File: src/rtl/seq_pkg.sv
package seq_pkg;
  typedef enum logic [1:0] {
    POL_BURST  = 2'b00,
    POL_STEAL  = 2'b01,
    POL_TRANSP = 2'b10,
    POL_BURSTX = 2'b11
  } policy_e;

  typedef enum logic [1:0] {
    XF_VERIFY = 2'b00,
    XF_WRITE  = 2'b01,
    XF_READ   = 2'b10,
    XF_NONE   = 2'b11
  } xfer_e;

  typedef enum logic [2:0] {
    ST_IDLE   = 3'd0,
    ST_REQ    = 3'd1,
    ST_OWN    = 3'd2,
    ST_ADDR   = 3'd3,
    ST_STROBE = 3'd4,
    ST_REL    = 3'd5
  } seq_state_e;

  typedef struct packed {
    logic holdReq;
    logic addrEn;
    logic ack;
    logic strobeEn;
    logic capture;
  } bus_ctl_t;
endpackage

File: src/rtl/seq_ctrl.sv
module seq_ctrl
  import seq_pkg::*;
(
  input  logic     clk,
  input  logic     rstN,
  input  logic     dmaReq,
  input  logic     holdAck,
  input  logic     cpuBusIdle,
  input  policy_e  modeIn,
  input  logic     termCount,
  output bus_ctl_t ctl
);
  seq_state_e state, stateNxt;
  policy_e    modeQ;
  logic       goByte;

  assign goByte = (modeQ == POL_TRANSP) ? cpuBusIdle : 1'b1;

  always_comb begin
    stateNxt = state;
    unique case (state)
      ST_IDLE:   if (dmaReq) stateNxt = ST_REQ;
      ST_REQ:    if (holdAck) stateNxt = goByte ? ST_ADDR : ST_OWN;
      ST_OWN: begin
        if (!holdAck) stateNxt = ST_REQ;
        else if (dmaReq && goByte) stateNxt = ST_ADDR;
      end
      ST_ADDR:   stateNxt = ST_STROBE;
      ST_STROBE: stateNxt = ST_REL;
      ST_REL: begin
        if (termCount || modeQ == POL_STEAL) stateNxt = ST_IDLE;
        else if (!holdAck) stateNxt = ST_REQ;
        else if (dmaReq && goByte) stateNxt = ST_ADDR;
        else stateNxt = ST_OWN;
      end
      default:   stateNxt = ST_IDLE;
    endcase
  end

  always_ff @(posedge clk) begin
    if (!rstN) begin
      state <= ST_IDLE;
      modeQ <= POL_BURST;
    end else begin
      state <= stateNxt;
      if (state == ST_IDLE && dmaReq) modeQ <= modeIn;
    end
  end

  always_comb begin
    ctl.holdReq  = (state != ST_IDLE);
    ctl.addrEn   = (state == ST_OWN) || (state == ST_ADDR) ||
                   (state == ST_STROBE) || (state == ST_REL);
    ctl.ack      = (state == ST_ADDR) || (state == ST_STROBE) || (state == ST_REL);
    ctl.strobeEn = (state == ST_STROBE);
    ctl.capture  = (state == ST_IDLE) && dmaReq;
  end


  wait_grant_chk: assert property (@(posedge clk) disable iff (!rstN)
    (state == ST_REQ && !holdAck) |=> (state == ST_REQ));


  burst_hold_chk: assert property (@(posedge clk) disable iff (!rstN)
    (state == ST_REL && modeQ != POL_STEAL && !termCount) |=> ctl.holdReq);


  steal_gap_chk: assert property (@(posedge clk) disable iff (!rstN)
    (state == ST_REL && modeQ == POL_STEAL) |=> !ctl.holdReq);


  transp_idle_chk: assert property (@(posedge clk) disable iff (!rstN)
    (state == ST_ADDR && modeQ == POL_TRANSP) |-> $past(cpuBusIdle));


  byte_finish_chk: assert property (@(posedge clk) disable iff (!rstN)
    (state == ST_ADDR) |=> (state == ST_STROBE));


  mode_keep_chk: assert property (@(posedge clk) disable iff (!rstN)
    (state != ST_IDLE) |=> $stable(modeQ));
endmodule

File: src/rtl/seq_datapath.sv
module seq_datapath
  import seq_pkg::*;
(
  input  logic     clk,
  input  logic     rstN,
  input  xfer_e    typeIn,
  input  bus_ctl_t ctl,
  output logic     holdReq,
  output logic     addrEn,
  output logic     dmaAck,
  output logic     ioRd,
  output logic     ioWr,
  output logic     memRd,
  output logic     memWr
);
  xfer_e typeQ;
  logic  isWrite, isRead;

  always_ff @(posedge clk) begin
    if (!rstN) typeQ <= XF_VERIFY;
    else if (ctl.capture) typeQ <= typeIn;
  end

  assign isWrite = (typeQ == XF_WRITE);
  assign isRead  = (typeQ == XF_READ);

  assign holdReq = ctl.holdReq;
  assign addrEn  = ctl.addrEn;
  assign dmaAck  = ctl.ack;
  assign ioRd    = ctl.strobeEn && isWrite;
  assign memWr   = ctl.strobeEn && isWrite;
  assign ioWr    = ctl.strobeEn && isRead;
  assign memRd   = ctl.strobeEn && isRead;


  strobe_bus_chk: assert property (@(posedge clk) disable iff (!rstN)
    (ioRd || ioWr || memRd || memWr) |-> (dmaAck && addrEn));


  strobe_pulse_chk: assert property (@(posedge clk) disable iff (!rstN)
    (ioRd || ioWr || memRd || memWr) |=> !(ioRd || ioWr || memRd || memWr));


  type_keep_chk: assert property (@(posedge clk) disable iff (!rstN)
    !ctl.capture |=> $stable(typeQ));


  pair_excl_chk: assert property (@(posedge clk) disable iff (!rstN)
    !((ioRd || memWr) && (ioWr || memRd)));
endmodule

File: src/rtl/dma_bus_sequencer.sv
module dma_bus_sequencer
  import seq_pkg::*;
(
  input  logic       clk,
  input  logic       rstN,
  input  logic       dmaReq,
  input  logic       holdAck,
  input  logic       cpuBusIdle,
  input  logic [1:0] xferMode,
  input  logic [1:0] xferType,
  input  logic       termCount,
  output logic       holdReq,
  output logic       dmaAck,
  output logic       ioRd,
  output logic       ioWr,
  output logic       memRd,
  output logic       memWr,
  output logic       addrEn
);
  bus_ctl_t ctlBus;

  seq_ctrl u_ctrl (
    .clk(clk), .rstN(rstN), .dmaReq(dmaReq), .holdAck(holdAck),
    .cpuBusIdle(cpuBusIdle), .modeIn(policy_e'(xferMode)),
    .termCount(termCount), .ctl(ctlBus)
  );

  seq_datapath u_dp (
    .clk(clk), .rstN(rstN), .typeIn(xfer_e'(xferType)), .ctl(ctlBus),
    .holdReq(holdReq), .addrEn(addrEn), .dmaAck(dmaAck),
    .ioRd(ioRd), .ioWr(ioWr), .memRd(memRd), .memWr(memWr)
  );
endmodule

File: config.mk
export PLATFORM = sky130hd
export DESIGN_NAME = dma_bus_sequencer
export DESIGN_NICKNAME = d
export VERILOG_FILES = /design/src/rtl/seq_pkg.sv /design/src/rtl/seq_ctrl.sv /design/src/rtl/seq_datapath.sv /design/src/rtl/dma_bus_sequencer.sv
export SDC_FILE = /design/constraint.sdc
export NUM_CORES = 1
export LEC_CHECK = 0
export ABC_AREA = 1
export CAP_MARGIN = 40
export CORE_AREA = 4 4 41 43
export DETAILED_ROUTE_END_ITERATION = 10
export DIE_AREA = 0 0 45 47
export PLACE_DENSITY = 0.73
export SLEW_MARGIN = 20
export SYNTH_ARGS = -nofsm -noshare
export SYNTH_HDL_FRONTEND = slang
export SYNTH_HIERARCHICAL = 1
export SYNTH_SLANG_ARGS = --single-unit
File: constraint.sdc
create_clock -name clk -period 1.7 [get_ports clk]
set_input_delay 0.34 -clock clk [delete_from_list [all_inputs] [get_ports clk]]
set_output_delay 0.34 -clock clk [all_outputs]
set_load 0.1 [all_outputs]
==> flow_metrics.py <==
metrics = {
    "clock_network": {
        "cts_buffer_depth": 2,
        "root_buffer": "clkbuf_4",
        "htreeDepth": 1,
        "cts.sinks": 7,
        "worstSkewPairLatency_ps": 250,
        "clkTransAtPathRegs_ps": 60,
        "cts_made_buffers": 3,
        "cts_tree": "done",
        "hold_buffers": 0,
    },
    "yosys": {
        "synth_cell_type_count": 15,
        "synth_seq_area_share": 0.286,
        "synth_area_leaders": "dfxtp_1 29%, nand2_1 12%, nor2_1 11%, inv_1 11%, nand3_1 8.2%",
        "syn-mean-instance-area_um2": 5.98,
        "synth_nets": 93,
        "ys_warn_count": 6,
        "synth_cells": 82,
        "yosysTopAreaCell": "dfxtp_1",
        "syn_area_um2": 490,
        "ys_ff_latch": 7,
        "synth_top_area_frac": 0.286,
    },
    "critical_path": {
        "crit_family": "simple AND/OR/NAND/NOR gates",
        "critPathLaunchType": "flip-flop",
        "slowest_delay_ps": 350,
        "endpoint": "memWr",
        "r2r_cells": 6,
        "crit_chain": "nor3_4, nand2_2, nor2_4, buf_12",
        "r2r_slack_ps": 450,
        "critPathArrivalTime_ps": 1310,
        "crit_cells": 4,
        "r2r_end": "u_ctrl/modeQ[1]",
        "critPathCaptureType": "output pin",
        "r2r-start": "u_ctrl/state[0]",
        "cp.required_ps": 1360,
        "crit_path_top_delay_cell": "dfxtp_2",
        "path_buf_inv": 1,
        "path_class": "reg2out",
        "crit_start": "u_ctrl/state[0]",
        "crit_fanout": 5,
    },
    "cells_and_area": {
        "drive_above_1_share": 0.263,
        "post-route-util": 0.602,
        "antenna_cells": 0,
        "layout_commonest_cell": "nand2_1",
        "fin_nets": 111,
        "final_cell_area_um2": 783,
        "area_growth_syn_to_layout_pct": 59.7,
        "final_cell_mix": "14 x nand2_1, 13 x inv_1, 13 x nor2_1, 9 x clkdlybuf4s50_1, 8 x nand3_1",
    },
    "sta": {
        "rsz0062_at_grt": "true",
        "fin_ws_ps": 50.4,
        "finalCritPeriodShare": 0.970,
        "final_max_slew_viol_count": 0,
        "finalClockSkew_ps": 5.15,
        "tightest_slew_ps": 248,
        "slew_headroom": 0.834,
        "hold_viol_final": 0,
        "post-route-min-period_ps": 1650,
        "max_freq_ghz": 0.606,
        "finalSetupViolations": 0,
    },
    "pwr": {
        "finalPower_mw": 1.02,
        "p_per_area_nw_per_um2": 1310,
        "ir_drop_mv": 0.837,
        "leakage_nw": 0.369,
    },
    "min_path": {
        "hold_path.class": "reg2reg",
        "hold_path_depth": 2,
    },
    "placed_design": {
        "place_ws_ps": 159,
        "hpwl_um": 900,
        "port_buffers": 16,
        "gp_congestion": 0.897,
        "placed_area_um2": 734,
    },
    "floorplanning": {
        "die_y_um": 47,
        "fp.dieW_um": 45,
        "initial_core_util": 0.377,
        "rows": 13,
        "core_um2": 1300,
        "pin_count": 17,
        "dieArea_um2": 2120,
    },
    "detailed_routing": {
        "dr_wl_met3_um": 70,
        "wire_per_inst_um": 9.68,
        "drc_errors": 0,
        "wl_met2_um": 579,
        "first_pass_iters": 4,
        "wirelength_mm": 1.10,
        "vias_per_cell": 4.71,
        "drt-initial-drc-count": 20,
        "drtAntennaViolNets": 0,
        "dr_total_vias": 537,
        "wl_met1_um": 445,
        "highest_layer": "met4",
    },
    "global_routing": {
        "grt_pass1_wl_mm": 1.70,
        "grt_max_degree": 8,
        "antenna_found_initial": 0,
        "overflow": 0,
        "grt_pass1_vias": 459,
        "track_usage": 0.108,
    },
    "run": {
        "cap_violations": 0,
    },
    "run_status": {
        "status": "completed",
    },
}
## kinds of logic after synthesis
kind of cell               count (synthesis)  share of synthesized area
AOI/OAI and AO/OA                          7                     0.0714
adders and majority gates                  1                     0.0255
and+or+nand+nor                           46                      0.418
buffers and inverters                     21                      0.199
DFF                                        7                      0.286
## state kept, by name, summed over array words and instances, names as in the netlist
signal,cells
u_ctrl/modeQ,2
u_ctrl/state,3
u_dp/typeQ,2
## cell usage after synthesis
cell	instances
inv_1	14
nor2_1	15
nand3_1	8
dfxtp_1	7
nand4_1	1
nand2_2	1
buf_4	5
nor2_4	1
a21oi_1	4
inv_2	2
o21ai_0	3
nor3_1	3
nand2_1	16
nor3_2	1
ha_1	1
## stage by stage
stage	TNS, ps	hold slack (ps)	std cells
after floorplan	-256	443	82
after global placement	0	464	108
after detailed placement	0	485	108
after CTS	-8.62	494	112
after global routing	-87.7	514	114
final	0	488	114
## cell type report
type                       instances  area (um2)
clock buffer                       4        26.3
fill                             121         518
inverter                          16        62.6
multi-input combinational         54         284
tap                               15        18.8
sequential                         7         146
timing repair buffer              18         245
## worst register-to-register path, stage by stage, from the launching register on
cell and delay [ps]:
dfxtp_2 350, nor2_1 230, nand2_2 140, nor2_4 150
inv_2 60, o21ai_0 140, a21oi_1 60
## how the worst min path moves through the flow
stage	start	to
2_1_floorplan	u_ctrl/modeQ[0]	u_ctrl/modeQ[0]
3_3_place_gp	u_ctrl/modeQ[1]	u_ctrl/modeQ[1]
3_5_place_dp	u_ctrl/modeQ[0]	u_ctrl/modeQ[0]
4_1_cts	u_ctrl/modeQ[0]	u_ctrl/modeQ[0]
5_1_grt	u_ctrl/modeQ[1]	u_ctrl/modeQ[1]
6_report	u_ctrl/modeQ[1]	u_ctrl/modeQ[1]
## metal layers
| layer | vias to the layer above | track usage |
|---|---|---|
| met3 | 2 | 0.0115 |
| met5 | - | 0 |
| met1 | 228 | 0.116 |
| li1 | 284 | - |
| met4 | 0 | 0.0526 |
| met2 | 23 | 0.206 |
## report_power, final
part,switching (mW),internal [mW]
combinational,0.389,0.215
clock,0.0657,0.0898
sequential,0.0564,0.208
## repair_timing
action / 4_1_cts / 5_1_grt
pin swaps: 2 / 3
resized for setup: 0 / 4
buffers inserted: 0 / 2
hold endpoints to repair: 0 / 0
endpoints found under the setup margin: 4 / 5
No activity file was read; power rests on OpenSTA's default activity.
